`src/rtl/epc_pkg.sv`:
```
// Package: shared drive-code type for the phase comparator.
// Assumes a two-bit pad drive encoding where 2'b11 is never produced.
package epc_pkg;
    typedef enum logic [1:0] {
        DRV_IDLE = 2'b00,
        DRV_HIGH = 2'b01,
        DRV_LOW  = 2'b10
    } drive_e;
endpackage

```
`src/rtl/epc_edge_sync.sv`:
```
// Module: synchronizes one asynchronous input into the clk domain and
// flags each rising edge with a single-cycle pulse.
// Assumes STAGES >= 2 and inputs that stay high or low for at least
// two clk periods between changes.
module epc_edge_sync #(
    parameter int STAGES = 2
) (
    input  logic clk,
    input  logic rst_n,
    input  logic din,
    output logic rise
);
    logic [STAGES:0] chain_q;

    // Shift the input through the synchronizer plus one history flop.
    always_ff @(posedge clk) begin
        if (!rst_n) begin
            chain_q <= '0;
        end else begin
            chain_q <= {chain_q[STAGES-1:0], din};
        end
    end

    // Rising edge: newest synchronized sample high, previous low.
    always_comb begin
        rise = chain_q[STAGES-1] & ~chain_q[STAGES];
    end

    AST_EDGE_SINGLE: assert property (@(posedge clk) disable iff (!rst_n)
        rise |=> !rise);
endmodule

```
`src/rtl/epc_flag_core.sv`:
```
// Module: tri-state phase-frequency flag pair. The rising edge of the
// reference sets the lead flag and the feedback edge sets the lag flag.
// Both clear as soon as both would be set, so edges in the same cycle
// leave both clear.
// Assumes edge inputs are single-cycle pulses in the clk domain.
module epc_flag_core (
    input  logic clk,
    input  logic rst_n,
    input  logic ref_rise,
    input  logic fb_rise,
    output logic ref_lead,
    output logic fb_lead
);
    logic ref_nx;
    logic fb_nx;

    // Next flag state: accumulate edges, then cancel when both are set.
    always_comb begin
        ref_nx = ref_lead | ref_rise;
        fb_nx  = fb_lead  | fb_rise;
        if (ref_nx && fb_nx) begin
            ref_nx = 1'b0;
            fb_nx  = 1'b0;
        end
    end

    // Flag registers with synchronous clear.
    always_ff @(posedge clk) begin
        if (!rst_n) begin
            ref_lead <= 1'b0;
            fb_lead  <= 1'b0;
        end else begin
            ref_lead <= ref_nx;
            fb_lead  <= fb_nx;
        end
    end

    AST_FLAGS_EXCL: assert property (@(posedge clk) disable iff (!rst_n)
        !(ref_lead && fb_lead));
    AST_SAME_CYCLE: assert property (@(posedge clk) disable iff (!rst_n)
        (ref_rise && fb_rise && !ref_lead && !fb_lead) |=> (!ref_lead && !fb_lead));
    AST_LEAD_HOLD: assert property (@(posedge clk) disable iff (!rst_n)
        (ref_lead && !fb_rise) |=> ref_lead);
    AST_LEAD_CLEAR: assert property (@(posedge clk) disable iff (!rst_n)
        (ref_lead && fb_rise) |=> !ref_lead);
    AST_LEAD_SET: assert property (@(posedge clk) disable iff (!rst_n)
        (ref_rise && !fb_rise && !fb_lead) |=> ref_lead);
endmodule

```
`src/rtl/epc_out_shaper.sv`:
```
// Module: turns the flag pair and polarity select into a registered
// pad drive code, the pad enable/value pair and the active-low lock pulse.
// Assumes the two flags are never set together.
module epc_out_shaper
    import epc_pkg::*;
(
    input  logic       clk,
    input  logic       rst_n,
    input  logic       ref_lead,
    input  logic       fb_lead,
    input  logic       pol_hi,
    output logic [1:0] drive_code,
    output logic       pad_oe,
    output logic       pad_val,
    output logic       lock_n
);
    drive_e drv_nx;
    drive_e drv_q;

    // Select the drive direction from the leading flag and polarity.
    always_comb begin
        drv_nx = DRV_IDLE;
        if (ref_lead) begin
            drv_nx = pol_hi ? DRV_HIGH : DRV_LOW;
        end else if (fb_lead) begin
            drv_nx = pol_hi ? DRV_LOW : DRV_HIGH;
        end
    end

    // Register the drive code and the lock pulse.
    always_ff @(posedge clk) begin
        if (!rst_n) begin
            drv_q  <= DRV_IDLE;
            lock_n <= 1'b1;
        end else begin
            drv_q  <= drv_nx;
            lock_n <= ~(ref_lead | fb_lead);
        end
    end

    // Map the drive code onto the tri-state pad controls.
    always_comb begin
        drive_code = drv_q;
        pad_oe     = (drv_q != DRV_IDLE);
        pad_val    = (drv_q == DRV_HIGH);
    end

    AST_LOCK_TRACKS: assert property (@(posedge clk) disable iff (!rst_n)
        lock_n == (drv_q == DRV_IDLE));
    AST_POL_HIGH: assert property (@(posedge clk) disable iff (!rst_n)
        (ref_lead && pol_hi) |=> (drv_q == DRV_HIGH));
    AST_POL_LOW: assert property (@(posedge clk) disable iff (!rst_n)
        (ref_lead && !pol_hi) |=> (drv_q == DRV_LOW));
    AST_FB_HIGH_POL: assert property (@(posedge clk) disable iff (!rst_n)
        (fb_lead && pol_hi) |=> (drv_q == DRV_LOW));
    AST_NO_FLAG_IDLE: assert property (@(posedge clk) disable iff (!rst_n)
        (!ref_lead && !fb_lead) |=> (drv_q == DRV_IDLE && lock_n));
    AST_RST_IDLE: assert property (@(posedge clk)
        !rst_n |=> (drv_q == DRV_IDLE && lock_n));
endmodule

```
`src/rtl/edge_phase_comparator.sv`:
```
// Module: top of the polarity-selectable phase detector. Synchronizes the
// reference and feedback clocks, detects their rising edges, runs the
// tri-state flag pair and shapes the pad drive and lock pulse.
// Assumes both inputs are much slower than clk; differences below one
// clk period are not resolved.
module edge_phase_comparator #(
    parameter int SYNC_STAGES = 2
) (
    input  logic       clk,
    input  logic       rst_n,
    input  logic       ref_in,
    input  logic       fb_in,
    input  logic       pol_hi,
    output logic [1:0] drive_code,
    output logic       pad_oe,
    output logic       pad_val,
    output logic       lock_n
);
    localparam int NCH = 2;

    logic [NCH-1:0] raw_in;
    logic [NCH-1:0] rise_v;
    logic           ref_lead;
    logic           fb_lead;

    // Gather inputs: index 0 reference, index 1 feedback.
    always_comb begin
        raw_in = {fb_in, ref_in};
    end

    for (genvar ch = 0; ch < NCH; ch++) begin : g_sync
        epc_edge_sync #(.STAGES(SYNC_STAGES)) u_sync (
            .clk  (clk),
            .rst_n(rst_n),
            .din  (raw_in[ch]),
            .rise (rise_v[ch])
        );
    end

    epc_flag_core u_flags (
        .clk     (clk),
        .rst_n   (rst_n),
        .ref_rise(rise_v[0]),
        .fb_rise (rise_v[1]),
        .ref_lead(ref_lead),
        .fb_lead (fb_lead)
    );

    epc_out_shaper u_shape (
        .clk       (clk),
        .rst_n     (rst_n),
        .ref_lead  (ref_lead),
        .fb_lead   (fb_lead),
        .pol_hi    (pol_hi),
        .drive_code(drive_code),
        .pad_oe    (pad_oe),
        .pad_val   (pad_val),
        .lock_n    (lock_n)
    );
endmodule

```
`config.mk`:
```
export PLATFORM = sky130hd
export DESIGN_NAME = edge_phase_comparator
export DESIGN_NICKNAME = d
export VERILOG_FILES = /design/src/rtl/epc_pkg.sv /design/src/rtl/epc_edge_sync.sv /design/src/rtl/epc_flag_core.sv /design/src/rtl/epc_out_shaper.sv /design/src/rtl/edge_phase_comparator.sv
export SDC_FILE = /design/constraint.sdc
export NUM_CORES = 1
export LEC_CHECK = 0
export BUFFER_PORTS_ARGS = -buffer_cell sky130_fd_sc_hd__buf_2
export CAP_MARGIN = 20
export CORE_AREA = 2 2 39 41
export CTS_CLUSTER_DIAMETER = 200
export CTS_CLUSTER_SIZE = 12
export DETAILED_ROUTE_END_ITERATION = 10
export DIE_AREA = 0 0 41 43
export PLACE_DENSITY = 0.52
export SLEW_MARGIN = 10
export SYNTH_ARGS = -nofsm -noshare
export SYNTH_HDL_FRONTEND = slang
export SYNTH_SLANG_ARGS = --single-unit
```
`constraint.sdc`:
```
create_clock -name clk -period 1.2 [get_ports clk]
set_input_delay 0 -clock clk [delete_from_list [all_inputs] [get_ports clk]]
set_output_delay 0 -clock clk [all_outputs]
set_load 0.02 [all_outputs]
```
Word-level counts from Yosys, hierarchy flattened
Index checks and enable logic that the tools add are counted.
- output and inout port bits: 5
- bits in registers: 11
- input bits: 5
- logic and storage cells: 23
- mux-type cells: 4
- bitwise gates (word level): 9
- reduce and logical (&&, ||, !) cells: 3
- equal/unequal tests: 1
- operator list (kind ; count):
    2-bit 2-to-1 mux ; 4
    1-bit inverter ; 4
    1-bit OR ; 3
    1-bit AND ; 2
    2-bit by 1-bit == test with 1-bit output (second input constant) ; 1
    2-bit nonzero test ; 1
    2-bit OR reduction ; 1
    1-bit logical AND ; 1

Depth between registers and ports, before layout
Gate-level depths: netlist of run 1.
- depth in word-level cells: 5
- depth in mapped cells: 2
- depth with buffers taken out: 2

Hierarchy
Synthesis of run 1 repeated with hierarchy kept, for this count alone.
- cell total of the unflattened synthesis: 31
- area total of the unflattened synthesis: 370.4 µm²
- by module, submodules not included (module ; cells each ; area an instance (µm²) ; instances ; seq. area each (µm²)):
    epc_edge_sync ; 7 ; 92.6 ; 2 ; 60.1
    epc_out_shaper ; 11 ; 116.4 ; 1 ; 60.1
    epc_flag_core ; 6 ; 68.8 ; 1 ; 40.0

Worst setup path before layout of run 1
No wires, ideal clock.
- kind: register to register
- start point: register g_sync[1].u_sync.chain_q[1]
- end point: register u_flags.ref_lead
- arrival time: 720 ps
- cell stages (with the launch flop): 3
- clock period less this slack: 820 ps
- data required time: 1100 ps
- setup slack: 380 ps
- path buffers: 0
- setup time: 100 ps
- cells stage by stage: dfxtp_1 nor2b_2 a2111oi_4
- longest elaborated chain between the ends: 4
- ends and longest elaborated chain (item ; RTL line ; RTL):
    start: declaration ; epc_edge_sync.sv:13 ; logic [STAGES:0] chain_q;
    start signal: assignment ; epc_edge_sync.sv:20 ; chain_q <= {chain_q[STAGES-1:0], din};
    1-bit AND ; epc_edge_sync.sv:26 ; rise = chain_q[STAGES-1] & ~chain_q[STAGES];
    1-bit OR ; epc_flag_core.sv:20 ; fb_nx = fb_lead | fb_rise;
    1-bit logical AND ; epc_flag_core.sv:21 ; if (ref_nx && fb_nx) begin
    2-bit OR reduction (no source line) ; - ;
    end signal: assignment ; epc_flag_core.sv:33 ; ref_lead <= ref_nx;
    end: declaration ; epc_flag_core.sv:11 ; output logic ref_lead,
Every way passes these cells.
A chain may end at the register's enable or synchronous reset.

Worst setup path in the final report of run 1
- start point: register u_shape.drv_q[1], in the netlist u_shape.drive_code[1]
- end point: output pad_oe
- longest elaborated chain between the ends: 1
- ends and longest elaborated chain (item ; RTL line ; RTL):
    start: declaration ; epc_out_shaper.sv:18 ; drive_e drv_q;
    start signal: assignment ; epc_out_shaper.sv:36 ; drv_q <= drv_nx;
    2-bit nonzero test ; epc_out_shaper.sv:44 ; pad_oe = (drv_q != DRV_IDLE);
    end: declaration ; edge_phase_comparator.sv:15 ; output logic pad_oe,
Every way passes these cells.

==> reports/qor.txt, run 1 <==
SYNTHESIS
--------------------------------------------------------------------------------
Synth area leader                                                        dfxtp_1
Part of the Yosys area used for sequential elements                        60.5%
Total of flip-flops plus latches after synthesis                              11
Combined area of all synthesized cells                                 364 sq um
Net count after synthesis                                                     34
Syn avg cell area                                                     12.6 sq um
Cell types occupying the most area after synthesis                  dfxtp_1, and2_1, a2111oi_4
Number of library cell types mapped by synthesis                              13
Top-area cell type share of the netlist area                               60.5%
Gate count of the mapped netlist                                              29
Total number of yosys warnings                                                 0

CRITICAL PATH
--------------------------------------------------------------------------------
Type of the worst setup path                                             reg2out
Highest-delay cell along the critical path                               dfxtp_1
Worst path required time                                                 1200 ps
Maximum fanout encountered on the critical timing path                         3
Buffers plus inverters on the worst setup path                                 1
Kind of cell adding the most delay to the critical path               flip-flops
Data arrival time of the worst path                                      1010 ps
Slowest cell delay on critical path                                       310 ps
Critical Path Start Type                                               flip-flop
Endpoint class of the critical path                                  output port
Ordered cell list for the critical path                             or2_2 -> buf_2

CLOCK NETWORK
--------------------------------------------------------------------------------
CTS sink cnt                                                                  11
CTS H-tree depth                                                               1
Setup Buffers After CTS                                                        0
Post-CTS Resized                                                               0
Root buf cell                                                           clkbuf_4
Number of buffers between clock root and the deepest sink                      2
Clock insertion delay at the later pin of the skew report                 260 ps
CTS clk-pin slew, worst paths                                              60 ps
CTS tree                                                                    done
Cts bufs inserted                                                              3

STA
--------------------------------------------------------------------------------
Final setup skew                                                        0.258 ps
Final setup fails                                                              0
Final worst-path cycle share                                               84.4%
Top achievable clock speed                                               988 MHz
Minimum clock period                                                     1010 ps
Setup repair after global routing missed its margin                           no
Worst max-slew margin expressed relative to the limit                      84.3%
Setup tns final                                                             0 ps
Hold Violations, Final                                                         0
Transition time of the tightest slew-check pin                            235 ps
Final number of max-transition violations                                      0

FINISH
--------------------------------------------------------------------------------
Fraction of layout instances using a drive strength above 1                37.8%
Number of antenna diodes                                                       0
Layout net count                                                              51
Post-synthesis to final-layout area growth                                 33.3%
Final core utilization                                                     35.1%
Final cell count without fillers                                              61
Final std cell area, no fill                                           485 sq um

PLACED DESIGN
--------------------------------------------------------------------------------
Placed standard-cell area                                              429 sq um
Count of placed standard cells including taps                                 54
Gp weighted congestion                                                     0.568
# port buffers                                                                 9

GLOBAL ROUTE
--------------------------------------------------------------------------------
Met1 Usage GRT                                                             8.79%
Layer carrying the most global-route usage                                  met2
Number of antenna violations at the first check in global routing              0
Total routing resource utilization after global routing                    8.17%
Global-route congestion overflow total                                         0
Pin count of the biggest net entering global routing                          10
Number of global-route vias before repair                                    225
Met2 global-route usage                                                    10.3%
Met3 GRT Util                                                              4.71%
First-pass GRT wire length                                           890 microns

DIE
--------------------------------------------------------------------------------
Std-Cell Rows                                                                 14
Core area                                                             1380 sq um
Initial core utilization                                                   26.3%
# IOs                                                                         10
Die H                                                                 43 microns
Die ar.                                                               1760 sq um
Width of the die                                                      41 microns

ROUTE
--------------------------------------------------------------------------------
DRT iter0 DRCs                                                                 3
Detailed-route DRC error count                                                 0
Total via count in the routed design                                         235
Average wire length per cell after detail routing                   8.36 microns
Number of iterations in the first detailed-routing pass                        2
Via density per instance                                                    3.85
Antenna Nets Post-Route                                                        0
Wire length reported by the detailed router                          510 microns

RUN
--------------------------------------------------------------------------------
Reported max-cap violation count                                               0

POWER AND IR DROP
--------------------------------------------------------------------------------
Combinational share of power                                                9.0%
Worst vdd rail ir drop                                                    608 uV
Clock group share of total power                                           35.0%
Overall power after layout                                              0.692 mW
Fraction of power consumed by sequential logic                             56.0%
Switching share of power                                                   21.7%
Areal power density over the cells                                  1430 nW/um^2
Static power due to leakage                                             0.209 nW
NetSw                                                                   0.150 mW
Internal                                                                0.542 mW

HOLD PATH
--------------------------------------------------------------------------------
Hold Crit Class                                                           in2reg

RUN STATUS
--------------------------------------------------------------------------------
Result of the run                                                   complete, no violations

[power groups by stage]
stage                     Combinational (mW)  Clock (mW)  Sequential, mW
after floorplan                       0.0317           0           0.401
after global placement                0.0546           0           0.396
after detailed placement              0.0552           0           0.396
after CTS                             0.0631       0.258           0.388
after global routing                  0.0695       0.277           0.389
final                                 0.0622       0.242           0.388
[through the flow]
stage / hold slack (ps) / worst slack [ps]
detailed placement: 211 / 336
global route: 65.1 / 142
CTS: 51.0 / 170
global placement: 210 / 360
finish: 60.5 / 188
floorplan: 122 / 380
[final timing paths]
path                                                               end  cells after the start                              startpoint  slack, ps
worst max register to register             u_flags.ref_lead$_SDFF_PP0_                      2  g_sync[1].u_sync.chain_q[1]$_SDFF_PN0_        330
worst min-delay path            g_sync[1].u_sync.chain_q[1]$_SDFF_PN0_                      2                                   rst_n         60
worst max-delay path                                            pad_oe                      2        u_shape.drive_code[1]$_SDFF_PN0_        190
worst min register to register  g_sync[1].u_sync.chain_q[1]$_SDFF_PN0_                      1  g_sync[1].u_sync.chain_q[0]$_SDFF_PN0_        430
[Yosys cell counts]
library cell and instances:
inv_1 2, nor2_1 1, o2111a_1 1, nand2b_4 1, nor2b_1 2, and2_2 1, nor2b_2 1, o21ai_1 1
dfxtp_1 11, or2_2 1, a2111oi_4 1, and2_1 5, xnor2_1 1
[worst register-to-register path, stage by stage (launching register included)]
cell and delay [ps]:
dfxtp_1 310, nor2b_2 170, a2111oi_4 310
[final cells by class]
cell class / count / area [sq um]
timing repair buffer: 12 / 75.1
multi-input combinational: 16 / 136
clock buffer: 4 / 26.3
sequential: 11 / 220
inverter: 2 / 7.51
fill: 150 / 898
tap: 16 / 20.0
[sequential cells by signal, summed over array words and instances, names as in the netlist]
name and count:
u_flags.ref_lead 1, u_shape.drive_code 2, u_shape.lock_n 1, g_sync.u_sync.chain_q 6, u_flags.fb_lead 1
[repair_timing]
item	CTS	global route
hold buffers	3	0
hold endpoints to repair	3	0
endpoints found under the setup margin	0	0
[cells in the final DEF (no fill, tap or decap)]
master and count:
a2111oi_4 1, and2_1 5, and2_2 1, buf_2 9, clkbuf_1 1, clkbuf_4 3
dfxtp_1 11, dlygate4sd3_1 3, inv_1 2, nand2b_4 1, nor2_1 1, nor2b_1 2
nor2b_2 1, o2111a_1 1, o21ai_1 1, or2_2 1, xnor2_1 1
[cell families after synthesis]
group	share of synthesized area [%]
simple gates	23.0
flops	60.5
compound gates	12.0
buf+inv	2.06
xor+xnor	2.41
[per-layer routing]
layer	part of all wire, %	up-vias
li1	-	124
met2	41	9
met3	9.2	0
met1	50	102
met4	0	0
met5	0	-
Power figures use the tool's default switching activity.
==> run 2: changes to the inputs <==
--- a/config.mk
+++ b/config.mk
@@ -5,6 +5,7 @@
 export SDC_FILE = /design/constraint.sdc
 export NUM_CORES = 1
 export LEC_CHECK = 0
+export ABC_AREA = 1
 export BUFFER_PORTS_ARGS = -buffer_cell sky130_fd_sc_hd__buf_2
 export CAP_MARGIN = 20
 export CORE_AREA = 2 2 39 41
@@ -12,7 +13,7 @@
 export CTS_CLUSTER_SIZE = 12
 export DETAILED_ROUTE_END_ITERATION = 10
 export DIE_AREA = 0 0 41 43
-export PLACE_DENSITY = 0.52
+export PLACE_DENSITY = 0.54
 export SLEW_MARGIN = 10
 export SYNTH_ARGS = -nofsm -noshare
 export SYNTH_HDL_FRONTEND = slang
==> constraint.sdc (replaced) <==
create_clock -name clk -period 0.8 [get_ports clk]
set_input_delay 0 -clock clk [delete_from_list [all_inputs] [get_ports clk]]
set_output_delay 0 -clock clk [all_outputs]
set_load 0.02 [all_outputs]
==> reports/qor.txt, run 2 <==
PLACED DESIGN
--------------------------------------------------------------------------------
# port buffers                                                                 9   unchanged
Gp weighted congestion                                                     0.708   was 0.568
Post-Place Worst Slack                                                   59.9 ps   was 336 ps
Placed standard-cell area                                              425 sq um   was 429 sq um

STA
--------------------------------------------------------------------------------
Setup tns final                                                          -207 ps   was 0 ps
Final worst-path cycle share                                                119%
Final worst setup slack                                                  -148 ps   was 188 ps
Top achievable clock speed                                              1050 MHz
Final number of max-transition violations                                      0   unchanged
Final setup fails                                                              2   was 0
Hold Violations, Final                                                         0   unchanged
Transition time of the tightest slew-check pin                            200 ps   was 235 ps
Worst max-slew margin expressed relative to the limit                      86.6%   was 84.3%
Setup repair after global routing missed its margin                          yes   was no
Minimum clock period                                                      948 ps
Final setup skew                                                         3.55 ps   was 0.258 ps

SYNTHESIS
--------------------------------------------------------------------------------
Gate count of the mapped netlist                                              45   was 29
Most used flip-flop cell after synthesis                                 dfxtp_1   unchanged
Synth area leader                                                        dfxtp_1   unchanged
Total of flip-flops plus latches after synthesis                              11   unchanged
Combined area of all synthesized cells                                 365 sq um   was 364 sq um
Top-area cell type share of the netlist area                               60.3%   was 60.5%
Net count after synthesis                                                     50   was 34
Syn avg cell area                                                     8.12 sq um   was 12.6 sq um
Number of library cell types mapped by synthesis                              12   was 13
Part of the Yosys area used for sequential elements                        60.3%   was 60.5%
Post-synth EDFFs                                                               0   unchanged
Cell types occupying the most area after synthesis                  dfxtp_1, inv_1, nand2_1   was dfxtp_1, and2_1, a2111oi_4
Total number of yosys warnings                                                 0   unchanged
Most instantiated cells after synthesis                             dfxtp_1, inv_1, nand2_1   was dfxtp_1, and2_1, inv_1, nor2b_1
Fraction of registers with async set or reset after synthesis                 0%   unchanged

FINISH
--------------------------------------------------------------------------------
Fraction of layout instances using a drive strength above 1                30.0%   was 37.8%
Register containing the most flip-flops in the final layout         g_sync.u_sync.chain_q   unchanged
Final std cell area, no fill                                           495 sq um   was 485 sq um
Max FFs per register                                                           6   unchanged
Number of antenna diodes                                                       0   unchanged
Layout net count                                                              66   was 51
Most frequent cells in the layout                                   inv_1, nand2_1, dfxtp_1, buf_2   was dfxtp_1, buf_2, and2_1, clkbuf_4, dlygate4sd3_1
Post-synthesis to final-layout area growth                                 35.6%   was 33.3%
Final core utilization                                                     35.8%   was 35.1%
Commonest non-fill, non-tap cell in the layout                             inv_1   was dfxtp_1

CLOCK NETWORK
--------------------------------------------------------------------------------
CTS tree                                                                    done   unchanged
CTS sink cnt                                                                  11   unchanged
CTS H-tree depth                                                               1   unchanged
Setup Buffers After CTS                                                        0   unchanged
CTS clk-pin slew, worst paths                                              70 ps   was 60 ps
Cts bufs inserted                                                              3   unchanged
Root buf cell                                                           clkbuf_4   unchanged
Number of buffers between clock root and the deepest sink                      2   unchanged
Clock insertion delay at the later pin of the skew report                 270 ps   was 260 ps

ROUTE
--------------------------------------------------------------------------------
Number of iterations in the first detailed-routing pass                        2   unchanged
Antenna Nets Post-Route                                                        0   unchanged
Detailed-route DRC error count                                                 0   unchanged
Via density per instance                                                    4.01   was 3.85
Total via count in the routed design                                         305   was 235
DRT iter0 DRCs                                                                 1   was 3
Average wire length per cell after detail routing                   7.12 microns   was 8.36 microns
Wire length reported by the detailed router                          541 microns   was 510 microns

POWER AND IR DROP
--------------------------------------------------------------------------------
Internal                                                                0.803 mW   was 0.542 mW
NetSw                                                                   0.249 mW   was 0.150 mW
Overall power after layout                                               1.05 mW   was 0.692 mW
Switching share of power                                                   23.6%   was 21.7%
Worst vdd rail ir drop                                                    775 uV   was 608 uV
Areal power density over the cells                                  2120 nW/um^2   was 1430 nW/um^2
Static power due to leakage                                             0.280 nW   was 0.209 nW
Clock group share of total power                                           35.6%   was 35.0%
Combinational share of power                                                9.0%   about the same
Fraction of power consumed by sequential logic                             55.4%   was 56.0%

DIE
--------------------------------------------------------------------------------
Core area                                                             1380 sq um   unchanged
Die H                                                                 43 microns   unchanged
Initial core utilization                                                   26.4%   was 26.3%
Width of the die                                                      41 microns   unchanged
Std-Cell Rows                                                                 14   unchanged
# IOs                                                                         10   unchanged
Die ar.                                                               1760 sq um   unchanged

GLOBAL ROUTE
--------------------------------------------------------------------------------
Number of global-route vias before repair                                    261   was 225
Pin count of the biggest net entering global routing                          10   unchanged
Total routing resource utilization after global routing                    7.58%   was 8.17%
Number of antenna violations at the first check in global routing              0   unchanged
Global-route congestion overflow total                                         0   unchanged
First-pass GRT wire length                                           848 microns   was 890 microns

CRITICAL PATH
--------------------------------------------------------------------------------
Critical Path Start Type                                               flip-flop   unchanged
Ordered cell list for the critical path                             or2_1 -> buf_6   was or2_2 -> buf_2
Worst path required time                                                  800 ps   was 1200 ps
Data arrival time of the worst path                                       950 ps   was 1010 ps
Maximum fanout encountered on the critical timing path                         3   unchanged
Endpoint class of the critical path                                  output port   unchanged
Type of the worst setup path                                             reg2out   unchanged
Highest-delay cell along the critical path                               dfxtp_2   was dfxtp_1
Slowest cell delay on critical path                                       320 ps   was 310 ps

RUN
--------------------------------------------------------------------------------
Reported max-cap violation count                                               0   unchanged

RUN STATUS
--------------------------------------------------------------------------------
Result of the run                                                   complete, but fails checks   was complete, no violations
Violated checks                                                     setup timing

HOLD PATH
--------------------------------------------------------------------------------
Hold Crit Class                                                           in2reg   unchanged

run 2: final cells by class:
cell class                      instances  area, sq um
Fill cell                             152          888
Inverter                               13         48.8
Sequential cell                        11          224
Clock inverter                          1         5.00
Multi-Input combinational cell         20         91.3
Timing Repair Buffer                   12         83.8
Clock buffer                            3         22.5
Tap cell                               16         20.0
run 2: worst max-delay path, delay by kind of cell (launching register included):
family                 cells  cell delay, ps
flip-flops                 1             320
buffers and inverters      1             130
AND/OR/NAND/NOR            1             230
run 2: routing by layer:
layer	GRT usage, %	vias to the layer above	share of wire, %
met1	6.56	134	43
met2	11.6	12	46
met3	3.14	2	9.1
met4	8.00	0	1.5
li1	-	157	-
met5	0	-	0
run 2: through the flow:
| step | std cells | hold WS, ps |
|---|---|---|
| after floorplan | 45 | 97.6 |
| after global placement | 69 | 187 |
| after detailed placement | 69 | 190 |
| after CTS | 76 | 17.7 |
| after global routing | 76 | 26.9 |
| final | 76 | 16.0 |
run 2: cells by family (layout without fill, tap and decap cells):
logic type	count (synthesis)	after routing	synth area share, %
xor gates and xnor gates	1	1	2.40
AOI/OAI and AO/OA	3	3	4.11
buffers and inverters	14	29	14.7
DFF	11	11	60.3
and+or+nand+nor	16	16	18.5
run 2: what timing repair did:
item / 4_1_cts / 5_1_grt
hold buffers: 3 / 0
resized for setup: 4 / 2
endpoints found under the setup margin: 2 / 5
hold endpoints to repair: 3 / 0
pin swaps: 1 / 1
run 2: power groups by stage:
stage          registers (mW)  logic [mW]  clock network, mW
6_report                0.583      0.0942              0.375
5_1_grt                 0.586       0.107              0.424
4_1_cts                 0.582      0.0956              0.394
3_5_place_dp            0.594      0.0785                  0
3_3_place_gp            0.594      0.0773                  0
2_1_floorplan           0.600      0.0474                  0
run 2: worst paths after layout:
kind	start	endpoint	slack (ps)	depth (start not counted)
max reg2reg	u_flags.ref_lead$_SDFF_PP0_	u_shape.drive_code[1]$_SDFF_PN0_	70	2
min reg2reg	g_sync[0].u_sync.chain_q[0]$_SDFF_PN0_	g_sync[0].u_sync.chain_q[1]$_SDFF_PN0_	420	2
max	u_shape.drive_code[0]$_SDFF_PN0_	pad_oe	-150	2
min	rst_n	g_sync[1].u_sync.chain_q[2]$_SDFF_PN0_	20	3
